File: config.mk
export PLATFORM = sky130hd
export DESIGN_NAME = dual_io_flash_reader
export DESIGN_NICKNAME = d
export VERILOG_FILES = /design/src/rtl/flash_rd_pkg.sv /design/src/rtl/flash_sclk_tick.sv /design/src/rtl/flash_rx_buf.sv /design/src/rtl/flash_rd_seq.sv /design/src/rtl/dual_io_flash_reader.sv
export SDC_FILE = /design/constraint.sdc
export NUM_CORES = 1
export LEC_CHECK = 0
export BUFFER_PORTS_ARGS = -buffer_cell sky130_fd_sc_hd__buf_2
export CAP_MARGIN = 25
export CORE_ASPECT_RATIO = 0.9
export CORE_MARGIN = 5
export CORE_UTILIZATION = 50
export CTS_CLUSTER_DIAMETER = 150
export DETAILED_ROUTE_END_ITERATION = 6
export GPL_TIMING_DRIVEN = 0
export PLACE_DENSITY = 0.8
export SLEW_MARGIN = 40
export SYNTH_ARGS = -nofsm -noshare
export SYNTH_HDL_FRONTEND = slang
export SYNTH_SLANG_ARGS = --single-unit
File: constraint.sdc
create_clock -name clk -period 3.21 [get_ports clk]
set_input_delay 0.642 -clock clk [delete_from_list [all_inputs] [get_ports clk]]
set_output_delay 0.642 -clock clk [all_outputs]
set_load 0.005 [all_outputs]
File: src/rtl/flash_rd_pkg.sv
package flash_rd_pkg;

  typedef enum logic [2:0] {
    PH_IDLE,
    PH_SETUP,
    PH_CMD,
    PH_ADDR,
    PH_DUMMY,
    PH_DATA,
    PH_FINISH
  } rd_phase_t;

  localparam int unsigned ADDR_BITS  = 24;
  localparam int unsigned CMD_BITS   = 8;
  localparam int unsigned ADDR_CLKS  = ADDR_BITS / 2;
  localparam int unsigned BYTE_PAIRS = 4;

endpackage

File: src/rtl/flash_sclk_tick.sv
module flash_sclk_tick #(
  parameter int unsigned DIV = 2
) (
  input  logic clk,
  input  logic rst_n,
  input  logic run_i,
  input  logic pause_i,
  output logic tick_o
);

  localparam int unsigned CW = (DIV > 1) ? $clog2(DIV) : 1;
  localparam logic [CW-1:0] LAST = CW'(DIV - 1);

  logic [CW-1:0] cnt_q;

  always_ff @(posedge clk or negedge rst_n) begin
    if (!rst_n) begin
      cnt_q <= '0;
    end else if (!run_i) begin
      cnt_q <= '0;
    end else if (!pause_i) begin
      if (cnt_q == LAST) cnt_q <= '0;
      else               cnt_q <= cnt_q + CW'(1);
    end
  end

  assign tick_o = run_i && !pause_i && (cnt_q == LAST);

endmodule

File: src/rtl/flash_rx_buf.sv
module flash_rx_buf (
  input  logic       clk,
  input  logic       rst_n,
  input  logic       push_i,
  input  logic [7:0] data_i,
  output logic [7:0] data_o,
  output logic       valid_o,
  input  logic       ready_i
);

  always_ff @(posedge clk or negedge rst_n) begin
    if (!rst_n) begin
      data_o  <= '0;
      valid_o <= 1'b0;
    end else if (push_i) begin
      data_o  <= data_i;
      valid_o <= 1'b1;
    end else if (ready_i) begin
      valid_o <= 1'b0;
    end
  end

endmodule

File: src/rtl/flash_rd_seq.sv
module flash_rd_seq
  import flash_rd_pkg::*;
#(
  parameter int unsigned DUMMY_CLKS = 8,
  parameter logic [7:0]  OPCODE     = 8'hBB,
  parameter int unsigned LEN_W      = 16
) (
  input  logic                 clk,
  input  logic                 rst_n,
  input  logic                 start_i,
  input  logic [ADDR_BITS-1:0] addr_i,
  input  logic [LEN_W-1:0]     len_i,
  input  logic                 mode3_i,
  input  logic                 tick_i,
  output logic                 run_o,
  output logic                 hold_o,
  output logic                 busy_o,
  output logic                 sclk_o,
  output logic                 cs_n_o,
  output logic [1:0]           dq_o,
  output logic [1:0]           dq_oe_o,
  input  logic [1:0]           dq_i,
  output logic                 push_o,
  output logic [7:0]           byte_o,
  input  logic                 buf_full_i,
  input  logic                 buf_ready_i
);

  localparam int unsigned MAXC  = (DUMMY_CLKS > ADDR_CLKS) ? DUMMY_CLKS : ADDR_CLKS;
  localparam int unsigned CNT_W = $clog2(MAXC);
  localparam logic [CNT_W-1:0] CMD_LAST   = CNT_W'(CMD_BITS - 1);
  localparam logic [CNT_W-1:0] ADDR_LAST  = CNT_W'(ADDR_CLKS - 1);
  localparam logic [CNT_W-1:0] DUMMY_LAST = CNT_W'(DUMMY_CLKS - 1);
  localparam logic [CNT_W-1:0] PAIR_LAST  = CNT_W'(BYTE_PAIRS - 1);

  rd_phase_t             phase_q;
  logic [CNT_W-1:0]      cnt_q;
  logic                  sclk_q;
  logic                  mode_q;
  logic [CMD_BITS-1:0]   cmd_sh_q;
  logic [ADDR_BITS-1:0]  addr_sh_q;
  logic [5:0]            rx_sh_q;
  logic [LEN_W-1:0]      left_q;
  logic                  last_pair;
  logic                  rise_now;

  assign last_pair = (cnt_q == PAIR_LAST);
  assign rise_now  = tick_i && !sclk_q;
  assign hold_o    = (phase_q == PH_DATA) && !sclk_q && last_pair && buf_full_i && !buf_ready_i;
  assign run_o     = (phase_q != PH_IDLE);
  assign busy_o    = run_o;
  assign cs_n_o    = !run_o;
  assign sclk_o    = sclk_q;
  assign push_o    = (phase_q == PH_DATA) && rise_now && last_pair;
  assign byte_o    = {rx_sh_q, dq_i};

  always_comb begin
    dq_o    = 2'b00;
    dq_oe_o = 2'b00;
    case (phase_q)
      PH_SETUP, PH_CMD: begin
        dq_o    = {1'b0, cmd_sh_q[CMD_BITS-1]};
        dq_oe_o = 2'b01;
      end
      PH_ADDR: begin
        dq_o    = addr_sh_q[ADDR_BITS-1 -: 2];
        dq_oe_o = 2'b11;
      end
      default: ;
    endcase
  end

  always_ff @(posedge clk or negedge rst_n) begin
    if (!rst_n) begin
      phase_q   <= PH_IDLE;
      cnt_q     <= '0;
      sclk_q    <= 1'b0;
      mode_q    <= 1'b0;
      cmd_sh_q  <= '0;
      addr_sh_q <= '0;
      rx_sh_q   <= '0;
      left_q    <= '0;
    end else begin
      case (phase_q)
        PH_IDLE: begin
          if (start_i && (len_i != '0)) begin
            phase_q   <= PH_SETUP;
            cnt_q     <= '0;
            sclk_q    <= mode3_i;
            mode_q    <= mode3_i;
            cmd_sh_q  <= OPCODE;
            addr_sh_q <= addr_i;
            left_q    <= len_i;
          end
        end
        PH_SETUP: begin
          if (tick_i) begin
            sclk_q  <= 1'b0;
            phase_q <= PH_CMD;
          end
        end
        PH_FINISH: begin
          if (tick_i) begin
            sclk_q  <= mode_q;
            phase_q <= PH_IDLE;
          end
        end
        default: begin
          if (tick_i && !sclk_q) begin
            sclk_q <= 1'b1;
            if (phase_q == PH_DATA) begin
              rx_sh_q <= {rx_sh_q[3:0], dq_i};
              if (last_pair) begin
                left_q <= left_q - LEN_W'(1);
                if (left_q == LEN_W'(1)) phase_q <= PH_FINISH;
              end
            end
          end else if (tick_i) begin
            sclk_q <= 1'b0;
            case (phase_q)
              PH_CMD: begin
                if (cnt_q == CMD_LAST) begin
                  phase_q <= PH_ADDR;
                  cnt_q   <= '0;
                end else begin
                  cmd_sh_q <= {cmd_sh_q[CMD_BITS-2:0], 1'b0};
                  cnt_q    <= cnt_q + CNT_W'(1);
                end
              end
              PH_ADDR: begin
                if (cnt_q == ADDR_LAST) begin
                  phase_q <= PH_DUMMY;
                  cnt_q   <= '0;
                end else begin
                  addr_sh_q <= {addr_sh_q[ADDR_BITS-3:0], 2'b00};
                  cnt_q     <= cnt_q + CNT_W'(1);
                end
              end
              PH_DUMMY: begin
                if (cnt_q == DUMMY_LAST) begin
                  phase_q <= PH_DATA;
                  cnt_q   <= '0;
                end else begin
                  cnt_q <= cnt_q + CNT_W'(1);
                end
              end
              PH_DATA: begin
                cnt_q <= last_pair ? '0 : cnt_q + CNT_W'(1);
              end
              default: ;
            endcase
          end
        end
      endcase
    end
  end

endmodule

File: src/rtl/dual_io_flash_reader.sv
module dual_io_flash_reader #(
  parameter int unsigned CLK_DIV    = 2,
  parameter int unsigned DUMMY_CLKS = 8,
  parameter logic [7:0]  OPCODE     = 8'hBB,
  parameter int unsigned LEN_W      = 16
) (
  input  logic             clk,
  input  logic             rst_n,
  input  logic             start_i,
  input  logic [23:0]      addr_i,
  input  logic [LEN_W-1:0] len_i,
  input  logic             mode3_i,
  output logic             busy_o,
  output logic             sclk_o,
  output logic             cs_n_o,
  output logic [1:0]       dq_o,
  output logic [1:0]       dq_oe_o,
  input  logic [1:0]       dq_i,
  output logic [7:0]       rd_data_o,
  output logic             rd_valid_o,
  input  logic             rd_ready_i
);

  logic       seq_run;
  logic       seq_hold;
  logic       half_tick;
  logic       byte_push;
  logic [7:0] byte_val;

  flash_sclk_tick #(
    .DIV (CLK_DIV)
  ) u_tick (
    .clk     (clk),
    .rst_n   (rst_n),
    .run_i   (seq_run),
    .pause_i (seq_hold),
    .tick_o  (half_tick)
  );

  flash_rd_seq #(
    .DUMMY_CLKS (DUMMY_CLKS),
    .OPCODE     (OPCODE),
    .LEN_W      (LEN_W)
  ) u_seq (
    .clk         (clk),
    .rst_n       (rst_n),
    .start_i     (start_i),
    .addr_i      (addr_i),
    .len_i       (len_i),
    .mode3_i     (mode3_i),
    .tick_i      (half_tick),
    .run_o       (seq_run),
    .hold_o      (seq_hold),
    .busy_o      (busy_o),
    .sclk_o      (sclk_o),
    .cs_n_o      (cs_n_o),
    .dq_o        (dq_o),
    .dq_oe_o     (dq_oe_o),
    .dq_i        (dq_i),
    .push_o      (byte_push),
    .byte_o      (byte_val),
    .buf_full_i  (rd_valid_o),
    .buf_ready_i (rd_ready_i)
  );

  flash_rx_buf u_buf (
    .clk     (clk),
    .rst_n   (rst_n),
    .push_i  (byte_push),
    .data_i  (byte_val),
    .data_o  (rd_data_o),
    .valid_o (rd_valid_o),
    .ready_i (rd_ready_i)
  );

endmodule

# == Yosys cells after proc, flatten, opt, wreduce, memory -nomap -nowiden ==
# Index checks and enable logic that the tools add are counted.
# op_classes
add_sub_neg,3
mul,0
div,0
n_lt_le_gt_ge,0
eq_ne,23
shifts,0
mux,50
bitwise,2
n_reduce_logical,39
# op_table
op,count
24-bit two-way mux,5
16-bit two-way mux,4
24-bit case mux with 2 select lines,1
8-bit two-way mux,5
3-bit two-way mux,11
16-bit case mux with 2 select lines,1
4-bit two-way mux,6
3-bit case mux with 3 select lines,2
"16-bit by 1-bit equality test with 1-bit output, second input constant",1
8-bit case mux with 2 select lines,1
16-bit nonzero test,1
"16-bit by 1-bit subtractor with 16-bit output, second input constant",1
2-bit nonzero test,7
"6-bit by 1-bit != test with 1-bit output, second input constant",2
4-bit case mux with 3 select lines,1
6-bit AND reduction,2
11-bit AND reduction,1
1-bit logical AND,10
"5-bit != test, second input constant",2
5-bit AND reduction,2
"3-bit equality test, second input constant",3
1-bit two-way mux,9
"2-bit != test, second input constant",4
2-bit case mux with 2 select lines,2
other kinds (22),33
# totals
reg_bits,73
latch_bits,0
ram_bits,0
romBits,0
wordCells,128
memories,0

# == Longest topological paths before layout ==
# Gate-level depths: netlist of the first run.
# logic_depth
word_depth,12
ltp_mapped,13

# == By module ==
# Synthesis of the first run repeated with hierarchy kept, for this count alone.
# hier_totals
hier_cells,426
area_unflattened_um2,4121.5
# by_module_without_submodules
mod,instances,cells_per_inst,area_each_um2,seq_area_each_um2
flash_rd_seq,1,401,3704.8,1576.5
flash_rx_buf,1,20,369.1,225.2
flash_sclk_tick,1,5,47.5,25.0

# == Worst setup path after synthesis of the first run ==
# No wires, ideal clock.
# synth_timing
kind,flip-flop to flip-flop
startpoint,reg u_seq.cnt_q[0]
endpoint,reg u_seq.phase_q[1]
setup_ps,123
t_arrival_ps,2893
required_time_ps,3087
path_slack_ps,195
stages_incl_launch_ff,13
synth_period_minus_slack_ps,3015
cell_sequence,dfrtp_1 ha_1 or3b_4 nor3_1 nand3_1 a21oi_1 nor2b_1 ha_1 inv_1 o21ai_0 o32a_1 and3_1 o221a_1
# synth_between
elab_chain_len,10
elab_cells_between_ends,23
# synth_lines
element,line_no,text
start: declaration,flash_rd_seq.sv:37,logic [CNT_W-1:0] cnt_q;
start signal: assignment,flash_rd_seq.sv:127,cnt_q <= cnt_q + CNT_W'(1);
start signal: assignment,flash_rd_seq.sv:136,cnt_q <= cnt_q + CNT_W'(1);
start signal: assignment,flash_rd_seq.sv:144,cnt_q <= cnt_q + CNT_W'(1);
4-bit by 2-bit equality test with 1-bit output,flash_rd_seq.sv:47,assign last_pair = (cnt_q == PAIR_LAST);
1-bit logical AND (3 in a row),flash_rd_seq.sv:49,assign hold_o = (phase_q == PH_DATA) && !sclk_q && last_pair && buf_full_i && !buf_ready_i;
1-bit zero test,--,
1-bit logical AND (2 in a row),flash_sclk_tick.sv:27,assign tick_o = run_i && !pause_i && (cnt_q == LAST);
1-bit logical AND,flash_rd_seq.sv:109,if (tick_i && !sclk_q) begin
"6-bit by 4-bit != test with 1-bit output (no source line), or another cell as far along",--,
11-bit AND reduction (no source line) or 3-bit case mux with 3 select lines (tied branches),--,
end signal: assignment,flash_rd_seq.sv:105,phase_q <= PH_IDLE;
end signal: assignment,flash_rd_seq.sv:115,if (left_q == LEN_W'(1)) phase_q <= PH_FINISH;
end signal: assignment,flash_rd_seq.sv:123,phase_q <= PH_ADDR;
end: declaration,flash_rd_seq.sv:36,rd_phase_t phase_q;
# Several ways; a longest one is shown, not always the timed one.
# A chain may end at the register's enable or synchronous reset.

# == Final worst setup path of the first run ==
# layout_timing
startpoint,reg u_seq.cnt_q[1]
endpoint,reg u_seq.cnt_q[0]
# layout_between
elab_chain_len,10
elab_cells_between_ends,20
# layout_lines
element,line_no
4-bit by 2-bit equality test with 1-bit output,flash_rd_seq.sv:47
1-bit logical AND (3 in a row),flash_rd_seq.sv:49
1-bit zero test,--
1-bit logical AND (2 in a row),flash_sclk_tick.sv:27
1-bit logical AND,flash_rd_seq.sv:109
2-bit != test (no source line),--
5-bit AND reduction (no source line),--
# Several ways; a longest one is shown, not always the timed one. The select of a mux whose other input is x is not followed.

==> results of run 1 <==
layer usage:
layer	up-vias	GRT usage (%)
met1	1790	28.1
li1	1748	-
met2	115	33.1
met4	0	7.14
met5	-	0
met3	17	3.59
synth_stat cells (all sizes together) (3+ instances only):
cell / n
dfrtp: 73
nand2: 68
nor2: 41
a31oi: 26
a21oi: 25
buf: 22
o21ai: 22
mux2: 16
inv: 14
nor3: 8
o22a: 8
o22ai: 8
clkbuf: 7
nor4: 7
ha: 6
a2bb2oi: 5
nand3: 5
nor2b: 5
o211ai: 5
o21a: 5
and2: 4
nand4: 4
or2: 4
and3: 3
nand2b: 3
o21ba: 3
o2bb2ai: 3
or3: 3
cells by family (layout without fill, tap and decap cells):
family / count (synthesis) / after routing
buffers and inverters: 43 / 127
adders and majority gates: 6 / 6
muxes: 17 / 17
DFF: 73 / 73
AOI/OAI and AO/OA: 131 / 131
and+or+nand+nor: 168 / 168
worst max path at each step:
stage,end,slack [ns]
2_1_floorplan,u_seq.phase_q[1]$_DFFE_PN0P_,0.19
4_1_cts,u_seq.addr_sh_q[18]$_DFFE_PN0P_,-0.01
6_report,u_seq.cnt_q[0]$_DFFE_PN0P_,0.20
3_3_place_gp,u_seq.addr_sh_q[16]$_DFFE_PN0P_,-0.25
3_5_place_dp,u_seq.addr_sh_q[18]$_DFFE_PN0P_,-0.37
5_1_grt,u_seq.cnt_q[0]$_DFFE_PN0P_,0.003
metrics by stage:
step	worst slack [ns]	TNS, ns	util (%)	cells	hold slack (ns)
final	0.200	0	60.7	621	0.140
after global routing	0.00289	0	60.7	621	0.137
after CTS	-0.0140	-0.0140	59.8	617	0.137
after detailed placement	-0.366	-8.16	56.8	600	0.474
after global placement	-0.247	-5.90	56.4	599	0.470
after floorplan	0.195	0	-	438	0.346
power by group through the flow:
| stage | clock [mW] | combinational, mW | sequential (mW) |
|---|---|---|---|
| detailed placement | 0 | 2.32 | 1.61 |
| floorplan | 0 | 1.78 | 1.54 |
| finish | 0.765 | 2.45 | 1.61 |
| global route | 0.819 | 2.74 | 1.67 |
| CTS | 0.782 | 2.36 | 1.60 |
| global placement | 0 | 2.23 | 1.59 |
cell type report:
type,instances,area (um^2)
fill,693,3140
timing repair buffer,68,382
inverter,14,52.6
sequential,73,1830
clock buffer,10,138
multi-input combinational,322,2040
tap,99,124
clock inverter,6,75.1
buffer,29,214
flip-flops by register name, summed over array words and instances, names as in the netlist, 3 cells and up:
signal           cells
u_buf.data_o         8
u_seq.cnt_q          4
u_seq.cmd_sh_q       8
u_seq.rx_sh_q        6
u_seq.addr_sh_q     24
u_seq.phase_q        3
u_seq.left_q        16
layout by cell type, fill, tap and decap left out, types with 3 or more instances in the layout:
cell type	n
a31oi_1	25
o22a_1	8
buf_4	9
buf_6	11
and3_1	3
and2_1	4
o211ai_1	5
a2bb2oi_1	5
inv_1	12
or3_1	3
buf_2	67
clkbuf_1	7
o21ai_1	3
mux2_2	16
nor3_1	5
nor2_1	40
nand3_1	5
ha_1	4
nand2b_1	3
o2bb2ai_1	3
nor4_1	7
or2_2	3
o21a_1	4
dfrtp_1	72
o22ai_1	8
o21ai_0	19
nand4_1	4
nor2b_1	4
a21oi_1	22
clkbuf_8	10
nand2_1	68
what timing repair did:
item | CTS | global route
pin swaps | 1 | 2
setup buffers | 1 | 4
endpoints found under the setup margin | 38 | 30
cloned | 0 | 0
endpoints found under the hold margin | 0 | 0
resized for setup | 7 | 11
worst max-delay path: stages, from the launching register on:
cell and delay [ns]:
dfrtp_1 0.40, ha_4 0.19, or3b_4 0.44, nor3_4 0.20
nand3_1 0.11, a21oi_2 0.18, nor2b_1 0.08, ha_2 0.23
nor3b_2 0.22, o311ai_1 0.14, a32o_2 0.33, or2_2 0.29
o21ai_1 0.12
==> results.toml, run 1 <==
[global_routing]
grtUsageTotal_pct = 20.5
grt_pass1_vias = 3640
globalRouteOverflowTotal = 0
grt_max_degree = 51
grt_first_pass_wirelength_um = 17000
antenna_found_initial = 0

[final_layout]
area_growth_pct = 19.2
nNetsFinal = 570
drive_gt1_share_pct = 28.7
final_area_um2 = 4850
diodes = 0

[clock_network]
numCtsBuffers = 9
cts.path.max_buffers = 2
clk_pin_slew_worst_paths_ns = 0.09
htree_levels = 3
cts_hold_buf = 0
cts_sinks = 73
cts_tree = "built"
cts_root_buf = "clkbuf_8"
insertion_delay_ns = 0.34

[die]
ios = 63
start_util_pct = 51.0
rows = 31
core-area_um2 = 7990
dieHeight_um = 95.6
chipWidth_um = 105
die-area_um2 = 10100

[timing]
fin_skew_ns = 0.0103
slew_headroom_pct = 55.7
final-setup-viol-count = 0
maxSlewViolCount = 0
period_minus_slack_ns = 3.01
worst_pin_slew_ns = 0.659
rsz0062_at_grt = "no"
finalHoldViolations = 0
max_clock_freq_ghz = 0.332
period_share_pct = 93.8

[yosys]
async_flop_share_pct = 100
synth_seq_cells = 73
synth_compound_area_share_pct = 22.5
ys_seq_area_share_pct = 44.9
syn-cell-area_um2 = 4070
synth_area_leaders = "dfrtp_1 45%, nand2_1 6.3%, mux2_2 4.4%, a31oi_1 4.0%, nor2_1 3.7%"
synth_area_per_cell_um2 = 9.30
yosysWarnings = 0
yosys.area_share.simple_pct = 20.0
synth_largest_area_cell = "dfrtp_1"
synth_edf_count = 0
synth_top_family_by_area = "compound AO/OA/AOI/OAI gates"
synthMuxAreaShare_pct = 4.67
synth_nets = 491
syn_inst = 438
synth_top_area_share_pct = 44.9
synth_fa_ha_area_share_pct = 1.84
synthDistinctLibCells = 70
synth_xor_area_share_pct = 0
synth_flop_cell = "dfrtp_1"

[worst_setup_path]
cp.arrival_ns = 3.28
rrSetupSlack_ns = 0.20
reg2reg_to = "u_seq.cnt_q[0]$_DFFE_PN0P_"
critical_path.endpoint_type = "register"
crit_path_max_fanout = 8
worstSetupPathType = "reg2reg"
startpoint = "u_seq.cnt_q[1]$_DFFE_PN0P_"
ff2ff_path_depth = 12
cp-start-kind = "register"
worstPathRequired_ns = 3.48
timing.rr.start = "u_seq.cnt_q[1]$_DFFE_PN0P_"

[outcome]
status = "finished clean"

[run]
maxCapViolCount = 0

[power_and_ir_drop]
p_comb_share_pct = 50.7
netSwitchingFraction_pct = 42.1
power.internal_mw = 2.79
pwr-share-seq_pct = 33.4
power.switching_mw = 2.03
p_total_mw = 4.82
power.density_nw_per_um2 = 994
clkPwrFrac_pct = 15.9
ir_worst_vdd_mv = 0.446
p_leak_nw = 2.21

[placed_design]
gp_congestion = 0.932
io_buffers = 62
hpwl_um = 7400
placed_area_um2 = 4540

[route]
wl_per_cell_um = 16.1
drc_errors = 0
top_layer = "met4"
ant_nets = 0
vias_per_cell = 5.91
wl_met1_um = 4490
drt-pass1-iter-count = 5
via_count = 3670
met2WireLength_um = 4840
drtIter0Drc = 237
wl_met3_um = 513
drt_wl_total_um = 10000

[hold_path]
hold_class = "in2async"
No activity file was read; power rests on OpenSTA's default activity.
==> run 2, diff against run 1 <==
PLACE_DENSITY = 0.73   (was 0.8)
==> run 2 against run 1 <==
  * Via count about the same
  * Power down 1.2%
  * Register-to-register slack worse by 0.04 ns
  * Clock skew up 0.0052 ns
  * Sequential share of layout area up 0.22 points
  * Combinational power about the same
  * Sequential power about the same
  * Critical endpoint is now u_seq.phase_q[1]$_DFFE_PN0P_
  * Setup slack worse by 0.039 ns
  * Wire length up 1.0%
  * Clock power down 5.2%
  * Critical path depth unchanged
  * Non-clock buffer count unchanged
==> results.toml, run 2 (synthesis gave the netlist of run 1 again) <==
[outcome]
status = "finished clean"

[worst_setup_path]
cp-start-kind = "register"
cp.arrival_ns = 3.28
worstSetupPathType = "reg2reg"
worstPathRequired_ns = 3.44
crit_path_max_fanout = 8
critical_path.endpoint_type = "register"

[timing]
period_share_pct = 95.0
worst_pin_slew_ns = 0.552
maxSlewViolCount = 0
final-setup-viol-count = 0
period_minus_slack_ns = 3.05
finalHoldViolations = 0
whs_ns = 0.162
setup_ws_ns = 0.161
fin_skew_ns = 0.0155
max_clock_freq_ghz = 0.328
slew_headroom_pct = 62.9

[clock_network]
cts.path.max_buffers = 2
cts_tree = "built"
cts_hold_buf = 0
clk_pin_slew_worst_paths_ns = 0.09
htree_levels = 3
insertion_delay_ns = 0.35
cts_sinks = 73
numCtsBuffers = 9
cts_root_buf = "clkbuf_8"

[global_routing]
globalRouteOverflowTotal = 0
grt_pass1_vias = 3617
antenna_found_initial = 0
grt_first_pass_wirelength_um = 17100
grt_max_degree = 40
grtUsageTotal_pct = 21.0

[route]
wl_per_cell_um = 16.3
vias_per_cell = 5.91
via_count = 3669
ant_nets = 0
drc_errors = 0
drt_wl_total_um = 10100
drtIter0Drc = 239
drt-pass1-iter-count = 5

[die]
core-area_um2 = 7990
dieHeight_um = 95.6
rows = 31
die-area_um2 = 10100
start_util_pct = 51.0
ios = 63
chipWidth_um = 105

[power_and_ir_drop]
power.density_nw_per_um2 = 988
p_leak_nw = 2.20
ir_worst_vdd_mv = 0.493

[final_layout]
seqCellArea_um2 = 1830
diodes = 0
multi_input_area_um2 = 2050
reg.largest.list = "u_seq.addr_sh_q: 24 flops, u_seq.left_q: 16 flops"
largest_register_ffs = 24
final_common_cell = "dfrtp_1"
nNetsFinal = 570
largest_register = "u_seq.addr_sh_q"
final_cell_mix = "72 x dfrtp_1, 69 x buf_2, 68 x nand2_1, 40 x nor2_1, 25 x a31oi_1"
area_growth_pct = 18.5
stdcell_count = 621
n_fill_cell = 713
drive_gt1_share_pct = 28.5

[hold_path]
hold_class = "in2async"

[placed_design]
gp_congestion = 0.927
dp_worst_setup_slack_ns = -0.329
io_buffers = 62
dp.cells = 600
hpwl_um = 7230

[run]
maxCapViolCount = 0
-- run 2: cell count changes in the layout (fill, tap and decap cells not counted), sizes merged --
cell      previous run  this run
clkinvlp             1         2
inv                 16        15
-- run 2: metal layers --
| metal | track usage (%) | up-vias | routed length, um |
|---|---|---|---|
| li1 | - | 1748 | - |
| met1 | 28.7 | 1749 | 4470 |
| met2 | 33.3 | 150 | 4770 |
| met3 | 4.27 | 22 | 639 |
| met4 | 7.67 | 0 | 221 |
| met5 | 0 | - | 0 |
-- run 2: critical path, cell delays in order, from the launching register on --
cell and delay (ns):
dfrtp_1 0.41, ha_4 0.20, or3b_4 0.44, nor3_4 0.15
nand3_1 0.12, a21oi_2 0.18, nor2b_1 0.09, ha_2 0.25
inv_2 0.12, o21ai_0 0.10, o32a_1 0.41, and3_1 0.23
o221a_1 0.24
-- run 2: final timing paths --
check                                                   start                       endpoint  slack, ns  depth (start not counted)
worst max register to register     u_seq.cnt_q[1]$_DFFE_PN0P_   u_seq.phase_q[1]$_DFFE_PN0P_       0.16                         12
worst min register to register  u_seq.cmd_sh_q[0]$_DFFE_PN0P_  u_seq.cmd_sh_q[1]$_DFFE_PN0P_       0.48                          1
worst min-delay path                                    rst_n    u_buf.data_o[5]$_DFFE_PN0P_       0.16                          1
min in group clk                u_seq.cmd_sh_q[0]$_DFFE_PN0P_  u_seq.cmd_sh_q[1]$_DFFE_PN0P_       0.48                          1
worst max-delay path               u_seq.cnt_q[1]$_DFFE_PN0P_   u_seq.phase_q[1]$_DFFE_PN0P_       0.16                         12
max in group asynchronous                               rst_n     u_seq.cnt_q[0]$_DFFE_PN0P_       2.52                          2
-- run 2: cell type report --
type / count / share of cell area (%)
clock buffers: 10 / 2.65
inverters: 14 / 1.09
plain buffers: 29 / 4.18
well taps: 99 / 2.57
repair buffers: 68 / 7.75
clock inverters: 6 / 1.40
multi-input cells: 322 / 42.5
flip-flops and latches: 73 / 37.9
-- run 2: timing repair --
action | CTS | global route
gates resized for setup | 6 | 9
pin swaps | 1 | 3
setup endpoints to repair | 30 | 43
cloned | 0 | 0
setup buffers | 3 | 2
endpoints found under the hold margin | 0 | 0
-- run 2: stage by stage --
stage / utilization [%] / instance area (um^2) / power (mW) / TNS, ns
after floorplan: - / 4070 / 3.31 / 0
after detailed placement: 56.7 / 4530 / 3.92 / -7.55
after CTS: 59.6 / 4760 / 4.69 / 0
final: 60.4 / 4820 / 4.77 / 0
after global placement: 56.4 / 4510 / 3.84 / -6.34
after global routing: 60.4 / 4820 / 5.16 / -0.0119
-- run 2: where the power goes --
part           switching (mW)  internal (mW)  total (mW)  leakage [nW]
Combinational            1.37           1.06        2.43          1.25
Sequential              0.292           1.32        1.61         0.860
Clock                   0.363          0.362       0.725        0.0929
Total                    2.03           2.74        4.77          2.20
